`src/rtl/vend_pkg.sv`:
```
package vend_pkg;

    localparam int STATE_W = 3;

    typedef enum logic [STATE_W-1:0] {
        ST_IDLE = 3'd0,
        ST_ONE  = 3'd1,
        ST_TWO  = 3'd2,
        ST_WAIT = 3'd3,
        ST_JAM  = 3'd4
    } vend_state_e;

    // States in which a quarter pulse adds credit
    function automatic logic takes_coin(vend_state_e s);
        return (s == ST_IDLE) || (s == ST_ONE);
    endfunction

endpackage

```
`src/rtl/vend_sel_prio.sv`:
```
module vend_sel_prio #(
    parameter int NUM_SEL = 3
) (
    input  logic [NUM_SEL-1:0] req_i,
    output logic [NUM_SEL-1:0] grant_o,
    output logic               any_o
);

    logic [NUM_SEL:0] seen;

    assign seen[0] = 1'b0;

    for (genvar i = 0; i < NUM_SEL; i++) begin : g_prio
        assign grant_o[i]  = req_i[i] & ~seen[i];
        assign seen[i + 1] = seen[i] | req_i[i];
    end

    assign any_o = seen[NUM_SEL];

endmodule

```
`src/rtl/vend_fsm.sv`:
```
module vend_fsm
    import vend_pkg::*;
(
    input  logic        clk_i,
    input  logic        rst_i,
    input  logic        quarter_i,
    input  logic        sel_any_i,
    input  logic        taken_i,
    input  logic        jam_i,
    output vend_state_e state_q_o,
    output vend_state_e state_d_o
);

    vend_state_e state_q;
    vend_state_e state_d;

    always_ff @(posedge clk_i) begin
        if (rst_i) begin
            state_q <= ST_IDLE;
        end else begin
            state_q <= state_d;
        end
    end

    always_comb begin
        state_d = state_q;
        if (jam_i) begin
            state_d = ST_JAM;              // jam_hit
        end else begin
            unique case (state_q)
                ST_IDLE: if (quarter_i) state_d = ST_ONE;  // coin_first
                ST_ONE:  if (quarter_i) state_d = ST_TWO;  // coin_second
                ST_TWO:  if (sel_any_i) state_d = ST_WAIT; // vend
                ST_WAIT: if (taken_i)   state_d = ST_IDLE; // collect
                ST_JAM:  state_d = ST_IDLE;                // jam_clear
                default: state_d = ST_IDLE;
            endcase
        end
    end

    assign state_q_o = state_q;
    assign state_d_o = state_d;

endmodule

```
`src/rtl/vend_out.sv`:
```
module vend_out
    import vend_pkg::*;
#(
    parameter int NUM_SEL = 3
) (
    input  logic               clk_i,
    input  logic               rst_i,
    input  vend_state_e        state_q_i,
    input  vend_state_e        state_d_i,
    input  logic               quarter_i,
    input  logic               jam_i,
    input  logic [NUM_SEL-1:0] grant_i,
    output logic [NUM_SEL-1:0] disp_o,
    output logic               coin_en_o,
    output logic               coin_rej_o
);

    logic vend_entry;
    logic credited;

    assign vend_entry = (state_q_i == ST_TWO) && (state_d_i == ST_WAIT);
    assign credited   = takes_coin(state_q_i) && !jam_i;

    always_ff @(posedge clk_i) begin
        if (rst_i) begin
            disp_o     <= '0;
            coin_en_o  <= 1'b1;
            coin_rej_o <= 1'b0;
        end else begin
            disp_o     <= vend_entry ? grant_i : '0;
            coin_en_o  <= takes_coin(state_d_i);
            coin_rej_o <= quarter_i && !credited;
        end
    end

endmodule

```
`src/rtl/vend_ctrl.sv`:
```
module vend_ctrl
    import vend_pkg::*;
#(
    parameter int NUM_SEL = 3
) (
    input  logic               clk_i,
    input  logic               rst_i,
    input  logic               quarter_i,
    input  logic [NUM_SEL-1:0] sel_i,
    input  logic               taken_i,
    input  logic               jam_i,
    output logic [NUM_SEL-1:0] disp_o,
    output logic               coin_en_o,
    output logic               coin_rej_o,
    output logic [2:0]         state_o
);

    logic [NUM_SEL-1:0] grant;
    logic               sel_any;
    vend_state_e        state_q;
    vend_state_e        state_d;

    vend_sel_prio #(.NUM_SEL(NUM_SEL)) prio_i (
        .req_i   (sel_i),
        .grant_o (grant),
        .any_o   (sel_any)
    );

    vend_fsm fsm_i (
        .clk_i     (clk_i),
        .rst_i     (rst_i),
        .quarter_i (quarter_i),
        .sel_any_i (sel_any),
        .taken_i   (taken_i),
        .jam_i     (jam_i),
        .state_q_o (state_q),
        .state_d_o (state_d)
    );

    vend_out #(.NUM_SEL(NUM_SEL)) out_i (
        .clk_i      (clk_i),
        .rst_i      (rst_i),
        .state_q_i  (state_q),
        .state_d_i  (state_d),
        .quarter_i  (quarter_i),
        .jam_i      (jam_i),
        .grant_i    (grant),
        .disp_o     (disp_o),
        .coin_en_o  (coin_en_o),
        .coin_rej_o (coin_rej_o)
    );

    assign state_o = state_q;

endmodule

```
`config.mk`:
```
export PLATFORM = sky130hd
export DESIGN_NAME = vend_ctrl
export DESIGN_NICKNAME = d
export VERILOG_FILES = /design/src/rtl/vend_pkg.sv /design/src/rtl/vend_sel_prio.sv /design/src/rtl/vend_fsm.sv /design/src/rtl/vend_out.sv /design/src/rtl/vend_ctrl.sv
export SDC_FILE = /design/constraint.sdc
export NUM_CORES = 1
export LEC_CHECK = 0
export BUFFER_PORTS_ARGS = -buffer_cell sky130_fd_sc_hd__buf_4
export CORE_AREA = 2 2 39 41
export DETAILED_ROUTE_END_ITERATION = 7
export DIE_AREA = 0 0 41 43
export PLACE_DENSITY = 0.58
export SYNTH_ARGS = -nofsm -noshare
export SYNTH_HDL_FRONTEND = slang
export SYNTH_HIERARCHICAL = 1
export SYNTH_SLANG_ARGS = --single-unit
```
`constraint.sdc`:
```
create_clock -name clk_i -period 1.6 [get_ports clk_i]
set_input_delay 0.08 -clock clk_i [delete_from_list [all_inputs] [get_ports clk_i]]
set_output_delay 0.08 -clock clk_i [all_outputs]
set_load 0.1 [all_outputs]
```
==> metrics.md, run 1 <==
| Metric | Value |
|---|---|
| Routed len/inst | 9.73 um |
| Synth-to-layout area growth | 46.0% |
| Area after DPL | 505 um^2 |
| R2R depth | 5 |
| Die width | 41 um |
| Power dissipated by switching net loads | 0.140 mW |
| Number of cells produced by synthesis | 36 |
| Initial Utilization | 26.3% |
| Internal cell power | 0.330 mW |
| Net count of the finished layout | 63 |
| Detailed placement HPWL | 514 um |
| Vias per inst | 4.47 |
| Core Region | 1380 um^2 |
| LEAKAGE | 0.208 nW |
| Count of final max-slew check failures | 0 |
| Input/output buffers | 15 |
| Layout cells sized above 1 | 48.1% |
| Number of endpoints failing setup at the final stage | 0 |
| Type of element launching the critical path | flip-flop |
| Worst Max-Slew Pin Slew | 0.343 ns |
| CTS HTree Levels | 1 |
| Clock buffers created by TritonCTS | 3 |
| Setup CP Type | flip-flop to flip-flop |
| CTS hold repair buffers | 0 |
| Register share of total power | 44.4% |
| Violation count after the first detailed-routing iteration | 9 |
| Most used cells in the layout excluding fill and tap cells | sky130_fd_sc_hd__buf_4 (16), sky130_fd_sc_hd__dfxtp_1 (6), sky130_fd_sc_hd__nor4_1 (4) |
| Register area share after synthesis | 44.0% |
| Insertion delay of the later-clocked pin in the worst-skew pair | 0.26 ns |
| Global-route wire length before repair | 1090 um |
| Maximum ir drop on the vdd rail | 319 uV |
| Yosys top cell area share | 44.0% |
| First drt pass iteration count | 4 |
| Largest cells by area after synthesis | sky130_fd_sc_hd__dfxtp_1 (44%), sky130_fd_sc_hd__nand4bb_4 (7.6%), sky130_fd_sc_hd__nor4_1 (6.9%) |
| Number of buffers added for setup after CTS | 0 |
| Most common cell after layout, fill and taps aside | sky130_fd_sc_hd__buf_4 |
| Antenna fix cells | 0 |
| Design area | 532 um^2 |
| Startpoint of the worst register-to-register path | fsm_i/state_q_o[1] |
| Number of clock sinks | 8 |
| TritonCTS clock tree | done |
| Area of the mapped netlist | 364 um^2 |
| Worst Setup SP | fsm_i/state_q_o[1] |
| Number of global-route vias before repair | 265 |
| Final estimated routing congestion in global placement | 0.729 |
| Yosys top cell by area | sky130_fd_sc_hd__dfxtp_1 |
| CTS Root Cell | sky130_fd_sc_hd__clkbuf_4 |
| Max cap viols | 0 |
| Worst-case register-to-register setup slack | 0.21 ns |
| Pwr per Cell Area | 883 nW/um^2 |
| Routed wire length | 681 um |
| Reg-to-Reg End | out_i/disp_o[2] |
| Combinational Power Share | 19.2% |
| Post-route antenna net violation count | 0 |
| Worst hold-check path type | primary input to flip-flop |
| Count of distinct cell types in the synthesized netlist | 19 |
| Standard-cell rows | 14 |
| Post-route total power | 0.470 mW |
| Global-route total usage across every layer | 9.46% |
| Count of instances resized after the clock tree is built | 0 |
| Final Skew | 0.00341 ns |
| Worst Path Max Fanout | 7 |
| Capturing element of the worst setup path | out_i/disp_o[2] |
| Synthesized flop and latch total | 8 |
| Crit. End Element | flip-flop |
| Vertical extent of the die | 43 um |
| Data required time at the worst endpoint | 1.76 ns |
| Portion of the clock cycle consumed by the worst path in the final layout | 86.9% |
| Clock network power share | 36.4% |
| Maximum count of clock buffers along a single path | 2 |
| Yosys warning count | 6 |
| Flip-flop and latch area | 168 um^2 |
| Hold Vio Cnt, Final | 0 |
| Min Clock Period, post-route | 1.39 ns |
| Largest net degree at the start of global routing | 10 |
| Filler cells | 140 |
| Data arrival, critical path | 1.55 ns |
| Clock input transition at the sequential cells of the worst setup and hold paths | 0.06 ns |
| Sw Share | 29.8% |
| Initial antenna violation count | 0 |
| Result of the run | finished clean |
| Area taken by multi-input logic gates | 186 um^2 |
| GRT Residual Overflow | 0 |
| DRC violations left | 0 |
| Worst-case headroom to the max-slew limit | 77.1% |
| Nets in the synthesized netlist | 44 |
| Average cell area after synthesis | 10.1 um^2 |
| Number of vias in the routed layout | 313 |
| Final setup TNS | 0 ns |
| Area of the die | 1760 um^2 |
| I/O pin cnt | 16 |
| Peak Freq | 719 MHz |
| Setup repair after global routing missed its margin | false |
==> how the worst min path moves through the flow <==
stage               startpoint  cells after the start                  to  slack (ns)
detailed placement       rst_i                      2  fsm_i/state_q_o[0]        0.29
global placement         rst_i                      2  fsm_i/state_q_o[0]        0.29
floorplan                rst_i                      1  fsm_i/state_q_o[0]        0.14
CTS                      rst_i                      2  fsm_i/state_q_o[0]       0.004
global route             rst_i                      2  fsm_i/state_q_o[0]        0.01
finish                   rst_i                      2  fsm_i/state_q_o[0]        0.02
==> synth_stat cells <==
cell and n:
sky130_fd_sc_hd__o21bai_1 1, sky130_fd_sc_hd__nor3b_2 1, sky130_fd_sc_hd__nor3_1 2, sky130_fd_sc_hd__or3_1 1
sky130_fd_sc_hd__or2_2 1, sky130_fd_sc_hd__buf_4 1, sky130_fd_sc_hd__dfxtp_1 8, sky130_fd_sc_hd__a2111oi_2 1
sky130_fd_sc_hd__a31oi_1 1, sky130_fd_sc_hd__a22oi_1 1, sky130_fd_sc_hd__nor3b_1 2, sky130_fd_sc_hd__nand2b_1 2
sky130_fd_sc_hd__nand4bb_4 1, sky130_fd_sc_hd__inv_1 3, sky130_fd_sc_hd__clkbuf_1 1, sky130_fd_sc_hd__nor2b_1 3
sky130_fd_sc_hd__nor4_1 4, sky130_fd_sc_hd__a211oi_1 1, sky130_fd_sc_hd__nand2_1 1
==> state kept, by name (all words and copies together), names as in the netlist <==
name and flops:
fsm_i/state_q_o 3, out_i/coin_en_o 1, out_i/disp_o 3, out_i/coin_rej_o 1
==> cell type report <==
| type | count | area share [%] |
|---|---|---|
| clock buffer | 4 | 4.94 |
| multi-input combinational | 23 | 35.1 |
| sequential | 8 | 31.5 |
| timing repair buffer | 16 | 22.6 |
| tap | 16 | 3.76 |
| inverter | 3 | 2.12 |
==> metrics by stage <==
| step | hold WS [ns] | cells | utilization, % | setup slack, ns |
|---|---|---|---|---|
| after global placement | 0.286 | 66 | 36.5 | 0.0651 |
| after detailed placement | 0.287 | 66 | 36.5 | 0.0909 |
| after global routing | 0.0121 | 70 | 38.4 | 0.0620 |
| after floorplan | 0.140 | 36 | - | 0.0138 |
| final | 0.0187 | 70 | 38.4 | 0.210 |
| after CTS | 0.00411 | 70 | 38.4 | 0.185 |
==> critical path: stages, from the launching register on <==
cell and delay, ns:
sky130_fd_sc_hd__dfxtp_4 0.37, sky130_fd_sc_hd__nor3b_2 0.17, sky130_fd_sc_hd__a31oi_1 0.08, sky130_fd_sc_hd__a211oi_2 0.30, sky130_fd_sc_hd__nand4bb_4 0.14, sky130_fd_sc_hd__nor4_1 0.23
==> layer usage <==
| layer | vias to the layer above | GRT usage (%) | wire [um] |
|---|---|---|---|
| li1 | 166 | - | - |
| met1 | 133 | 14.2 | 356 |
| met2 | 12 | 10.0 | 247 |
| met3 | 2 | 3.14 | 62 |
| met4 | 0 | 8.00 | 15 |
| met5 | - | 0 | 0 |
==> power by group through the flow <==
stage          logic, mW  registers, mW  clock network, mW
4_1_cts           0.0904          0.209              0.180
6_report          0.0901          0.209              0.171
3_5_place_dp      0.0901          0.213                  0
2_1_floorplan     0.0234          0.251                  0
3_3_place_gp      0.0904          0.213                  0
5_1_grt           0.0953          0.210              0.192
==> cell families after synthesis <==
family	count (synthesis)	synth area share (%)
buffers and inverters	5	6.19
AND/OR/NAND/NOR	18	37.8
AO/OA/AOI/OAI	5	12.0
flip-flops	8	44.0
(Power assumes the default switching activity.)
==> inputs of run 2 (changes only) <==
--- a/config.mk
+++ b/config.mk
@@ -11,4 +11,5 @@
 export DIE_AREA = 0 0 41 43
 export PLACE_DENSITY = 0.58
+export SETUP_SLACK_MARGIN = 0.3
 export SYNTH_ARGS = -nofsm -noshare
 export SYNTH_HDL_FRONTEND = slang
==> constraint.sdc (replaced) <==
create_clock -name clk_i -period 1.6 [get_ports clk_i]
set_input_delay 0.16 -clock clk_i [delete_from_list [all_inputs] [get_ports clk_i]]
set_output_delay 0.16 -clock clk_i [all_outputs]
set_load 0.1 [all_outputs]
==> run 2 against run 1 <==
Largest power group unchanged. Clock-buffer cell count unchanged. Critical endpoint unchanged. Global-route usage up 2.9 points. Critical path depth unchanged. First-iteration DRC count up 22%. Sequential share of layout area down 3.2 points. Utilization up 4.7 points. Sequential power about the same. Wire length up 36%. Setup slack worse by 0.015 ns. Clock skew down 0.0025 ns. Final cell count up 4.3%.
==> metrics.md, run 2 (synthesis results as in run 1) <==
| Metric | Value |
|---|---|
| Worst Path Max Fanout | 6 |
| Number of clock sinks | 8 |
| Final setup TNS | 0 ns |
| Vias per inst | 4.89 |
| Routed len/inst | 12.7 um |
| Number of cells after detailed placement | 66 |
| Peak Freq | 712 MHz |
| CTS hold repair buffers | 0 |
| Die width | 41 um |
| Area of the die | 1760 um^2 |
| Initial Utilization | 26.3% |
| Number of vias in the routed layout | 357 |
| Largest net degree at the start of global routing | 10 |
| Final Skew | 0.000917 ns |
| Final Instance Count excl. Fillers | 73 |
| Crit. End Element | flip-flop |
| Routed wire length | 924 um |
| CTS HTree Levels | 1 |
| TritonCTS clock tree | done |
| Worst Max-Slew Pin Slew | 0.313 ns |
| Synth-to-layout area growth | 63.9% |
| First drt pass iteration count | 4 |
| Post-route total power | 0.477 mW |
| Portion of the clock cycle consumed by the worst path in the final layout | 87.8% |
| Clock buffers created by TritonCTS | 3 |
| Most used cells in the layout excluding fill and tap cells | sky130_fd_sc_hd__buf_4 (19), sky130_fd_sc_hd__dfxtp_1 (5), sky130_fd_sc_hd__clkbuf_4 (3), sky130_fd_sc_hd__inv_1 (3) |
| Type of element launching the critical path | flip-flop |
| Initial antenna violation count | 0 |
| Min Clock Period, post-route | 1.40 ns |
| Vertical extent of the die | 43 um |
| CTS Root Cell | sky130_fd_sc_hd__clkbuf_4 |
| Count of final max-slew check failures | 0 |
| Final estimated routing congestion in global placement | 0.693 |
| DRC violations left | 0 |
| Core Region | 1380 um^2 |
| Global-route wire length before repair | 1390 um |
| Net count of the finished layout | 66 |
| Post-route antenna net violation count | 0 |
| Violation count after the first detailed-routing iteration | 11 |
| Data arrival, critical path | 1.57 ns |
| Data required time at the worst endpoint | 1.76 ns |
| Worst hold-check path type | primary input to flip-flop |
| Input/output buffers | 15 |
| Setup CP Type | flip-flop to flip-flop |
| I/O pin cnt | 16 |
| GRT Residual Overflow | 0 |
| Hold Vio Cnt, Final | 0 |
| Maximum ir drop on the vdd rail | 348 uV |
| Worst-case headroom to the max-slew limit | 79.1% |
| Number of endpoints failing setup at the final stage | 0 |
| Number of global-route vias before repair | 318 |
| Antenna fix cells | 0 |
| Setup repair after global routing missed its margin | true |
| Standard-cell rows | 14 |
| Layout cells sized above 1 | 63.2% |
| Pwr per Cell Area | 798 nW/um^2 |
| Global-route total usage across every layer | 12.4% |
| Detailed placement HPWL | 586 um |
| Insertion delay of the later-clocked pin in the worst-skew pair | 0.25 ns |
| Result of the run | finished clean |
| Max cap viols | 0 |
| Clock input transition at the sequential cells of the worst setup and hold paths | 0.06 ns |
| Most common cell after layout, fill and taps aside | sky130_fd_sc_hd__buf_4 |
| LEAKAGE | 0.230 nW |
| Maximum count of clock buffers along a single path | 2 |
[run 2: changes by cell type in the layout (fill, tap and decap cells not counted), sizes merged]
cell and change:
buf +3
[run 2: routing by layer]
metal	vias up	track usage, %	wire length (um)
li1	174	-	-
met1	166	16.2	395
met2	15	17.2	458
met3	2	3.14	59
met4	0	8.00	11
met5	-	0	0
[run 2: worst max-delay path, stage by stage (launching register included)]
cell                        delay [ns]
sky130_fd_sc_hd__dfxtp_4          0.36
sky130_fd_sc_hd__nor3b_2          0.20
sky130_fd_sc_hd__a31oi_2          0.07
sky130_fd_sc_hd__a211oi_2         0.26
sky130_fd_sc_hd__nand4bb_4        0.18
sky130_fd_sc_hd__nor4_2           0.25
[run 2: final timing paths]
check / start / to / slack (ns) / cells after the start
max reg2reg: fsm_i/state_q_o[1] / out_i/disp_o[2] / 0.20 / 5
min: rst_i / fsm_i/state_q_o[0] / 0.11 / 2
min reg2reg: fsm_i/state_q_o[2] / fsm_i/state_q_o[0] / 0.59 / 1
max: fsm_i/state_q_o[1] / out_i/disp_o[2] / 0.20 / 5
[run 2: power by group]
part | leakage [nW] | internal [mW] | switching (mW)
clock | 0.0150 | 0.0957 | 0.0724
sequential | 0.0671 | 0.202 | 0.00776
combinational | 0.148 | 0.0355 | 0.0627
[run 2: final cells by class]
cell class	instances	area (um^2)
repair buffers	19	143
clock buffers	4	26.3
inverters	3	11.3
well taps	16	20.0
fillers	139	787
multi-input cells	23	228
flip-flops and latches	8	169
[run 2: through the flow]
stage               worst slack [ns]  area (um^2)  hold WS (ns)  utilization, %
floorplan                     0.0881          378         0.220               -
global placement              0.0289          507         0.368            36.6
global route                   0.105          597         0.108            43.1
detailed placement            0.0142          507         0.370            36.6
CTS                            0.206          546        0.0979            39.4
finish                         0.195          597         0.109            43.1
[run 2: repair_timing]
| action | 4_1_cts | 5_1_grt |
|---|---|---|
| pin swaps | 1 | 3 |
| setup buffers | 0 | 3 |
| gates resized for setup | 2 | 5 |
| endpoints found under the setup margin | 3 | 3 |
| hold endpoints to repair | 0 | 0 |
==> inputs of run 3 (changes only) <==
Settings changed: PLACE_DENSITY 0.58 to 0.57.
==> run 3 against run 2 <==
Sequential power hardly changed. Flip-flop and latch count stayed put. Global-route usage is 0.41 points lower. First-iteration DRC count is 27% lower. Utilization is 2.2 points higher. Non-clock buffer count is 3 higher. Wire length is 1.1% lower. Die area stayed put. Clock skew is 0.0045 ns higher. Power is 2.8% lower. Highest routed layer is now met3.
==> metrics.md, run 3 (synthesis results as in run 1) <==
| Metric | Value |
|---|---|
| Initial antenna violation count | 0 |
| Flip-flop and latch area | 169 um^2 |
| Worst-case headroom to the max-slew limit | 82.5% |
| Area taken by multi-input logic gates | 231 um^2 |
| Number of endpoints failing setup at the final stage | 0 |
| Number of clock sinks | 8 |
| Most used cells in the layout excluding fill and tap cells | sky130_fd_sc_hd__buf_4 (20), sky130_fd_sc_hd__dfxtp_1 (5), sky130_fd_sc_hd__clkbuf_4 (3), sky130_fd_sc_hd__inv_1 (3) |
| Worst-case register-to-register setup slack | 0.17 ns |
| Cells along the critical path | nor3b_2 > a31oi_1 > a211oi_2 > nand4bb_4 > nor4_2 |
| Number of cells after detailed placement | 67 |
| Final estimated routing congestion in global placement | 0.710 |
| R2R depth | 5 |
| Vertical extent of the die | 43 um |
| Final Instance Count excl. Fillers | 75 |
| Routed len/inst | 12.2 um |
| Layout cells sized above 1 | 66.1% |
| Filler cells | 142 |
| DRC violations left | 0 |
| Post-layout worst setup margin | 0.174 ns |
| Routed wire length | 914 um |
| Global-route total usage across every layer | 12.0% |
| Instance count along the most critical hold path | 2 |
| CTS HTree Levels | 1 |
| Portion of the clock cycle consumed by the worst path in the final layout | 89.1% |
| Post-Place Worst Slack | 0.00989 ns |
| Hold Vio Cnt, Final | 0 |
| Setup repair after global routing missed its margin | true |
| Hold-critical path endpoint | fsm_i/state_q_o[0] |
| LEAKAGE | 0.249 nW |
| Setup CP Type | flip-flop to flip-flop |
| Worst Path Max Fanout | 5 |
| Core Region | 1380 um^2 |
| Worst hold-check path type | primary input to flip-flop |
| Startpoint of the worst register-to-register path | fsm_i/state_q_o[1] |
| Net count of the finished layout | 69 |
| I/O pin cnt | 16 |
| Max incr delay on CP | 0.36 ns |
| Clock input transition at the sequential cells of the worst setup and hold paths | 0.06 ns |
| Min Clock Period, post-route | 1.43 ns |
| Standard-cell rows | 14 |
| Violation count after the first detailed-routing iteration | 8 |
| Initial Utilization | 26.3% |
| Result of the run | finished clean |
| Maximum count of clock buffers along a single path | 2 |
| First drt pass iteration count | 4 |
| Global-route wire length before repair | 1400 um |
| Slowest CP cell | sky130_fd_sc_hd__dfxtp_4 |
| GRT Residual Overflow | 0 |
| Final Skew | 0.00541 ns |
| Number of vias in the routed layout | 367 |
| Largest net degree at the start of global routing | 10 |
| Data required time at the worst endpoint | 1.75 ns |
| Reg-to-Reg End | out_i/disp_o[0] |
| Synth-to-layout area growth | 72.2% |
| Max cap viols | 0 |
| Insertion delay of the later-clocked pin in the worst-skew pair | 0.25 ns |
| Maximum ir drop on the vdd rail | 330 uV |
| Post-route antenna net violation count | 0 |
| Count of final max-slew check failures | 0 |
| CTS Root Cell | sky130_fd_sc_hd__clkbuf_4 |
| Most common cell after layout, fill and taps aside | sky130_fd_sc_hd__buf_4 |
| Vias per inst | 4.89 |
| Clock buffers created by TritonCTS | 3 |
| Pwr per Cell Area | 739 nW/um^2 |
| TritonCTS clock tree | done |
| Critical hold path startpoint | rst_i |
| Area of the die | 1760 um^2 |
| Crit. End Element | flip-flop |
| Number of global-route vias before repair | 345 |
| Data arrival, critical path | 1.58 ns |
| Antenna fix cells | 0 |
| Worst Max-Slew Pin Slew | 0.262 ns |
| Type of element launching the critical path | flip-flop |
| Die width | 41 um |
| Peak Freq | 701 MHz |
| Detailed placement HPWL | 573 um |
| Final setup TNS | 0 ns |
| Input/output buffers | 15 |
[run 3: changes by cell type in the layout (fill, tap and decap cells not counted), sizes merged]
cell / before / now
clkbuf: 4 / 3
buf: 19 / 22
[run 3: timing repair]
action                                  CTS  global route
pin swaps                                 2             6
hold buffers                              0             0
gates resized for setup                   2             8
gates cloned                              0             0
buffers inserted                          4             1
endpoints found under the setup margin    3             4
[run 3: layer usage]
layer	vias to the layer above	global-route usage, %	part of all wire [%]
met5	-	0	0
met4	0	10.0	0
met3	0	1.57	4.4
met2	12	18.1	56
met1	176	13.9	39
li1	179	-	-
[run 3: report_power, final]
part	leakage, nW	total [mW]	switching (mW)	internal, mW
sequential	0.0671	0.210	0.00751	0.203
clock	0.0138	0.150	0.0646	0.0856
combinational	0.168	0.103	0.0639	0.0387
[run 3: cell type report]
class / instances / share of cell area [%]
Clock buffer: 3 / 3.59
Inverter: 3 / 1.80
Multi-Input combinational cell: 23 / 36.9
Sequential cell: 8 / 26.9
Tap cell: 16 / 3.19
Timing Repair Buffer: 22 / 27.5
[run 3: critical path: cells and delay by family, from the launching register on]
| kind | cells | cell delay [ns] |
|---|---|---|
| simple gates | 3 | 0.61 |
| compound gates | 2 | 0.37 |
| flops | 1 | 0.36 |
[run 3: worst max path at each step]
stage	end	slack [ns]	cells past startpoint	startpoint
CTS	out_i/disp_o[0]	0.21	5	fsm_i/state_q_o[0]
global placement	out_i/disp_o[1]	0.03	7	sel_i[1]
detailed placement	out_i/disp_o[1]	0.01	7	sel_i[1]
global route	out_i/disp_o[0]	0.10	5	fsm_i/state_q_o[1]
floorplan	out_i/disp_o[0]	0.09	5	fsm_i/state_q_o[0]
finish	out_i/disp_o[0]	0.17	5	fsm_i/state_q_o[1]
[run 3: metrics by stage]
step | area, um^2 | utilization [%] | power (mW) | hold slack, ns
2_1_floorplan | 378 | - | 0.274 | 0.220
3_3_place_gp | 514 | 37.2 | 0.306 | 0.369
3_5_place_dp | 514 | 37.2 | 0.306 | 0.374
4_1_cts | 579 | 41.9 | 0.466 | 0.105
5_1_grt | 627 | 45.3 | 0.486 | 0.112
6_report | 627 | 45.3 | 0.463 | 0.111
